<file path="config.mk">
export PLATFORM = sky130hd
export DESIGN_NAME = fan_tach_monitor
export DESIGN_NICKNAME = d
export VERILOG_FILES = /design/src/rtl/fan_tach_pkg.sv /design/src/rtl/tach_edge_detect.sv /design/src/rtl/tach_period_counter.sv /design/src/rtl/fan_tach_monitor.sv
export SDC_FILE = /design/constraint.sdc
export NUM_CORES = 1
export LEC_CHECK = 0
export BUFFER_PORTS_ARGS = -buffer_cell sky130_fd_sc_hd__buf_2
export CORE_MARGIN = 2
export CORE_UTILIZATION = 48
export CTS_CLUSTER_DIAMETER = 100
export DETAILED_ROUTE_END_ITERATION = 7
export PLACE_DENSITY = 0.68
export SLEW_MARGIN = 10
export SYNTH_ARGS = -nofsm -noshare
export SYNTH_HDL_FRONTEND = slang
export SYNTH_SLANG_ARGS = --single-unit
</file>
<file path="constraint.sdc">
create_clock -name clk -period 3.1 [get_ports clk]
set_input_delay 0 -clock clk [delete_from_list [all_inputs] [get_ports clk]]
set_output_delay 0 -clock clk [all_outputs]
set_load 0.05 [all_outputs]
</file>
<file path="src/rtl/fan_tach_pkg.sv">
// Shared helpers for the fan tachometer monitor.
// Assumes counts are at most 16 bits wide and are zero-extended before byte selection.
package fan_tach_pkg;
    localparam int BYTE_W = 8;
    localparam int WORD_W = 16;

    // Picks the upper or lower byte of a 16-bit word.
    function automatic logic [BYTE_W-1:0] pick_byte(input logic [WORD_W-1:0] word,
                                                    input logic upper);
        return upper ? word[15:8] : word[7:0];
    endfunction
endpackage

</file>
<file path="src/rtl/tach_edge_detect.sv">
// Two-flop synchronizer plus rising-edge detector for a vector of tach lines.
// Assumes the inputs are asynchronous and slow compared with clk.
// rise[i] is a one-cycle pulse, three cycles after the pin edge.
module tach_edge_detect #(
    parameter int WIDTH = 4
) (
    input  logic             clk,
    input  logic             rst_n,
    input  logic [WIDTH-1:0] raw,
    output logic [WIDTH-1:0] rise
);
    logic [WIDTH-1:0] meta_q, sync_q, prev_q;

    // Resynchronize the pins and keep one cycle of history for edge detection.
    always_ff @(posedge clk) begin
        if (!rst_n) begin
            meta_q <= '0;
            sync_q <= '0;
            prev_q <= '0;
        end else begin
            meta_q <= raw;
            sync_q <= meta_q;
            prev_q <= sync_q;
        end
    end

    assign rise = sync_q & ~prev_q;
endmodule

</file>
<file path="src/rtl/tach_period_counter.sv">
// Counts timebase strobes over a programmable number of tach periods for one fan.
// Assumes rise is a synchronized single-cycle edge pulse.
// The first edge after a start-up or a stall only aligns the count; later edges close periods.
// The count saturates: reaching all ones reports all ones and restarts alignment.
module tach_period_counter #(
    parameter int CNT_W = 16,
    parameter int PPR_W = 3
) (
    input  logic             clk,
    input  logic             rst_n,
    input  logic             tick,
    input  logic             rise,
    input  logic [PPR_W-1:0] periods,
    output logic             done,
    output logic [CNT_W-1:0] value
);
    localparam logic [CNT_W-1:0] CNT_MAX = '1;

    logic             aligned_q;
    logic [PPR_W-1:0] edge_cnt_q;
    logic [CNT_W-1:0] tick_cnt_q;
    logic [PPR_W-1:0] target;
    logic [PPR_W-1:0] edge_nx;
    logic [CNT_W-1:0] tick_nx;

    // Effective period count (0 behaves as 1) and next-state counters.
    always_comb begin
        target  = (periods == '0) ? PPR_W'(1) : periods;
        edge_nx = edge_cnt_q + PPR_W'(1);
        tick_nx = tick ? tick_cnt_q + CNT_W'(1) : tick_cnt_q;
    end

    // Measurement sequencing: align, accumulate, complete or saturate.
    always_ff @(posedge clk) begin
        if (!rst_n) begin
            aligned_q  <= 1'b0;
            edge_cnt_q <= '0;
            tick_cnt_q <= '0;
            done       <= 1'b0;
            value      <= '0;
        end else begin
            done <= 1'b0;
            if (tick_cnt_q == CNT_MAX) begin
                done       <= 1'b1;
                value      <= CNT_MAX;
                tick_cnt_q <= '0;
                edge_cnt_q <= '0;
                aligned_q  <= 1'b0;
            end else if (rise && !aligned_q) begin
                aligned_q  <= 1'b1;
                tick_cnt_q <= '0;
                edge_cnt_q <= '0;
            end else if (rise && (edge_nx >= target)) begin
                done       <= 1'b1;
                value      <= tick_nx;
                tick_cnt_q <= '0;
                edge_cnt_q <= '0;
            end else if (rise) begin
                edge_cnt_q <= edge_nx;
                tick_cnt_q <= tick_nx;
            end else begin
                tick_cnt_q <= tick_nx;
            end
        end
    end
endmodule

</file>
<file path="src/rtl/fan_tach_monitor.sv">
// Multi-fan tachometer monitor: synchronizes tach lines, measures periods,
// and holds per-fan results with a low-then-high byte read lock and a slow-fan alarm.
// Assumes CNT_W is between 9 and 16 and NUM_FANS is at least 2.
module fan_tach_monitor #(
    parameter int NUM_FANS = 4,
    parameter int CNT_W    = 16,
    parameter int PPR_W    = 3,
    localparam int SEL_W   = $clog2(NUM_FANS)
) (
    input  logic                clk,
    input  logic                rst_n,
    input  logic                tick,
    input  logic [NUM_FANS-1:0] tach_in,
    input  logic                ppm_we,
    input  logic [PPR_W-1:0]    ppm_val,
    input  logic                lim_we,
    input  logic [SEL_W-1:0]    lim_sel,
    input  logic [CNT_W-1:0]    lim_val,
    input  logic                rd_en,
    input  logic [SEL_W-1:0]    rd_sel,
    input  logic                rd_hi,
    output logic [7:0]          rd_data,
    output logic [NUM_FANS-1:0] alarm
);
    import fan_tach_pkg::*;

    localparam logic [PPR_W-1:0] DEF_PERIODS = PPR_W'(2);

    logic [PPR_W-1:0]                periods_q;
    logic [NUM_FANS-1:0]             rise;
    logic [NUM_FANS-1:0]             done_w;
    logic [NUM_FANS-1:0][CNT_W-1:0]  meas_w;
    logic [NUM_FANS-1:0][CNT_W-1:0]  result_w;
    logic [NUM_FANS-1:0][CNT_W-1:0]  limit_w;
    logic [NUM_FANS-1:0]             valid_w;
    logic [NUM_FANS-1:0]             frozen_w;
    logic [WORD_W-1:0]               rd_word;

    // Shared setting for the number of tach periods per measurement.
    always_ff @(posedge clk) begin
        if (!rst_n)      periods_q <= DEF_PERIODS;
        else if (ppm_we) periods_q <= ppm_val;
    end

    tach_edge_detect #(.WIDTH(NUM_FANS)) u_edges (
        .clk   (clk),
        .rst_n (rst_n),
        .raw   (tach_in),
        .rise  (rise)
    );

    for (genvar i = 0; i < NUM_FANS; i++) begin : g_fan
        logic             lo_hit, hi_hit;
        logic [CNT_W-1:0] res_q, lim_q;
        logic             valid_q, frozen_q;

        tach_period_counter #(.CNT_W(CNT_W), .PPR_W(PPR_W)) u_cnt (
            .clk     (clk),
            .rst_n   (rst_n),
            .tick    (tick),
            .rise    (rise[i]),
            .periods (periods_q),
            .done    (done_w[i]),
            .value   (meas_w[i])
        );

        assign lo_hit = rd_en && !rd_hi && (rd_sel == SEL_W'(i));
        assign hi_hit = rd_en &&  rd_hi && (rd_sel == SEL_W'(i));

        // Result capture, blocked while locked or while the low byte is taken.
        always_ff @(posedge clk) begin
            if (!rst_n) begin
                res_q    <= '0;
                valid_q  <= 1'b0;
                frozen_q <= 1'b0;
            end else begin
                if (done_w[i] && !frozen_q && !lo_hit) begin
                    res_q   <= meas_w[i];
                    valid_q <= 1'b1;
                end
                if (lo_hit)      frozen_q <= 1'b1;
                else if (hi_hit) frozen_q <= 1'b0;
            end
        end

        // Per-fan slow-fan limit.
        always_ff @(posedge clk) begin
            if (!rst_n)                               lim_q <= '1;
            else if (lim_we && lim_sel == SEL_W'(i))  lim_q <= lim_val;
        end

        assign result_w[i] = res_q;
        assign limit_w[i]  = lim_q;
        assign valid_w[i]  = valid_q;
        assign frozen_w[i] = frozen_q;
        assign alarm[i]    = valid_q && (res_q > lim_q);
    end

    // Selected result widened to a 16-bit word for byte selection.
    always_comb begin
        rd_word = '0;
        if (int'(rd_sel) < NUM_FANS) rd_word = WORD_W'(result_w[rd_sel]);
    end

    // Registered byte read port.
    always_ff @(posedge clk) begin
        if (!rst_n)     rd_data <= '0;
        else if (rd_en) rd_data <= pick_byte(rd_word, rd_hi);
    end
endmodule

</file>
==> impl_metrics.tcl <==
set metrics [dict create \
    postPlaceCellArea_mm2 0.01432 \
    post_cts_buffers 0 \
    drv_slew 0 \
    clock_latency_ps 550 \
    grt_pass1_wl_um 53720 \
    die_w_um 173.4 \
    overflow 0 \
    vdd_drop_max_mv 0.4194 \
    yosys_warnings 0 \
    cp_cell_sequence "ha_1, xor2_1, ha_1, nand2_1, o21ai_0, and3_1, buf_4, nor3_1, a311oi_1" \
    crit_required_ps 3560 \
    cp-start-kind "flip-flop" \
    crit_arrival_ps 3160 \
    synth_edf_count 0 \
    cp_slowest_cell "and3_1" \
    hold_path.class "in2reg" \
    finalSetupViolCount 0 \
    worst_pin_slew_ps 1146 \
    crit_path_end "g_fan[3].u_cnt.value[7]" \
    grt_antenna_before_repair 0 \
    timing.rr.end "g_fan[3].u_cnt.value[7]" \
    htreeDepth 1 \
    synth_top_area_cell "dfxtp_1" \
    drv_cap 0 \
    critPathMaxFanout 10 \
    crit_type "reg2reg" \
    cp-end-kind "flip-flop" \
    grt_pass1_vias 10061 \
    rows 62 \
    layout.nets 1640 \
    io_pins 46 \
    synth_top_flop_cell "dfxtp_1" \
    die-area_mm2 0.03006 \
    routedWlPerCell_um 17.39 \
    grt_max_degree 78 \
    slowest_delay_ps 550 \
    ys_ff_latch 307 \
    drive_gt1_share_pct 11.02 \
    fmaxAchievable_mhz 370.9 \
    final_common_cell "dfxtp_1" \
    startpoint "g_fan[3].u_cnt.edge_cnt_q[0]" \
    p_per_area_mw_per_mm2 521.2 \
    num_antenna_cells 0 \
    synthCells 1475 \
    ys_types 57 \
    cts-buffers-inserted 31 \
    drt_first_pass_iters 5 \
    clkTransAtPathRegs_ps 60 \
    synthTopCellsByArea "dfxtp_1 45%, ha_1 7.6%, mux2i_1 5.5%, nor2_1 4.3%, o211ai_1 3.8%" \
    drc 0 \
    cts_root_buf "clkbuf_16" \
    slew-limit-headroom_pct 23.54 \
    cts.sinks 307 \
    clock_skew_ps 6.583 \
    syn-num-nets 1593 \
    cpMostUsedCell "ha_1" \
    cts_tree "yes" \
    start_util_pct 48.37 \
    period_needed_ps 2696 \
    rsz0062_at_grt "no" \
    fillers 2528 \
    p_leak_nw 6.430 \
    fin_setup_tns_ps 0 \
    avgSynthCellArea_um2 9.335 \
    final_cell_mix "307 x dfxtp_1, 157 x nor2_1, 135 x nand2_1" \
    die_h_um 173.4 \
    status "completed" \
    yosysTopAreaCellShare_pct 44.63 \
    r2r-start "g_fan[3].u_cnt.edge_cnt_q[0]" \
    routabilityCongestion 0.9095 \
    r2r_slack_ps 400 \
    ys_seq_area_share_pct 44.63 \
    final_cell_area_mm2 0.01559 \
    hold_viol 0 \
    setup_ws_ps 403.7 \
    async_reset_ff_share_pct 0 \
    mappedNetlistArea_mm2 0.01377 \
    p_total_mw 8.128 \
    core_mm2 0.02847 \
    ant_nets 0 \
    place_ws_ps 402.4 \
    routed_via_density 5.454 \
    min_period_over_period_pct 86.98 \
    numPortBuffers 45 \
    track_usage_pct 22.09 \
    areaGrowthSynthToFinish_pct 13.24 \
    hpwl_um 24030 \
    drtIter0Drc 742 \
    r2r_cells 9 \
    clk_path_buf_depth 3 \
    vias 10505 \
    wirelength_um 33500 \
]
==> Yosys cell counts (all sizes together) (3+ instances only) <==
master	number
mux4	16
a21o	5
a211oi	10
and4	14
xor2	32
nand2b	10
inv	86
o21a	8
and2	15
or3	3
xnor2	35
nor2	158
nor3b	5
or3b	3
a21oi	94
a31oi	9
nand3	30
and3	10
o221a	16
nor3	12
dfxtp	307
nand4	32
o211ai	71
nor2b	41
clkbuf	51
nand3b	6
nand2	135
o211a	3
mux2	6
buf	28
mux2i	76
nor4	7
o21ai	27
o31ai	17
ha	84
==> layer usage <==
metal,vias to the layer above,wire length (um),track usage [%]
met2,220,15830,37.82
met4,0,1162,7.592
met5,-,0,0
li1,5271,-,-
met3,73,1523,2.982
met1,4941,14990,28.69
==> metrics by stage <==
step                cells  utilization, %  hold WS, ps
global placement     1843           50.30        210.1
detailed placement   1843           50.30        213.7
floorplan            1475               -        126.2
global route         1926           54.77        48.82
finish               1926           54.77        30.67
CTS                  1926           54.77        10.62
==> registers in the layout (all words and copies together) (netlist names), 4 cells and up <==
signal	cells
rd_data	8
u_edges.meta_q	4
u_edges.sync_q	4
u_edges.prev_q	4
g_fan.valid_q	4
g_fan.u_cnt.aligned_q	4
g_fan.u_cnt.edge_cnt_q	12
g_fan.u_cnt.tick_cnt_q	64
g_fan.frozen_q	4
g_fan.u_cnt.done	4
g_fan.lim_q	64
g_fan.res_q	64
g_fan.u_cnt.value	64
==> worst min path at each step <==
stage,depth (start not counted),from,end
after floorplan,2,ppm_we,periods_q[1]
after global placement,2,tach_in[0],u_edges.meta_q[0]
after detailed placement,2,tach_in[0],u_edges.meta_q[0]
after CTS,3,lim_sel[1],g_fan[1].lim_q[1]
after global routing,3,rd_hi,rd_data[1]
final,3,lim_sel[1],g_fan[1].lim_q[13]
==> final cells by class <==
cell class                      instances  area, um^2  area share, %
Sequential cell                       307        6146          39.42
Inverter                               86       324.1          2.078
Clock buffer                           36       824.5          5.288
Multi-Input combinational cell       1003        6982          44.78
Clock inverter                         17       147.6         0.9469
Tap cell                              384       480.5          3.081
Timing Repair Buffer                   93       688.2          4.413
==> report_power, final <==
part | internal, mW | leakage (nW) | switching (mW)
registers | 4.02 | 2.49 | 0.0359
logic | 0.180 | 3.46 | 0.303
clock network | 2.05 | 0.486 | 1.53
total | 6.26 | 6.43 | 1.87
==> kinds of logic (layout without fill, tap and decap cells) <==
kind of cell	count (synthesis)	in the layout	share of synthesized area [%]
adders and majority gates	84	84	7.633
buffers and inverters	165	232	4.861
DFF	307	307	44.63
muxes	98	98	8.632
and+or+nand+nor	485	485	16.82
AOI/OAI and AO/OA	269	269	13.16
xor gates and xnor gates	67	67	4.262
==> critical path, delay by kind of cell, from the launching register on <==
kind | cells | cell delay, ps
XOR/XNOR | 1 | 150
AND/OR/NAND/NOR | 3 | 650
adder cells (fa/ha/maj) | 2 | 530
buffers and inverters | 1 | 260
flip-flops | 1 | 340
AO/OA/AOI/OAI | 2 | 680
==> timing repair <==
item / CTS / global route
hold buffers: 30 / 0
endpoints found under the setup margin: 0 / 0
gates resized for setup: 0 / 0
hold endpoints to repair: 96 / 0
No activity file was read; power rests on OpenSTA's default activity.
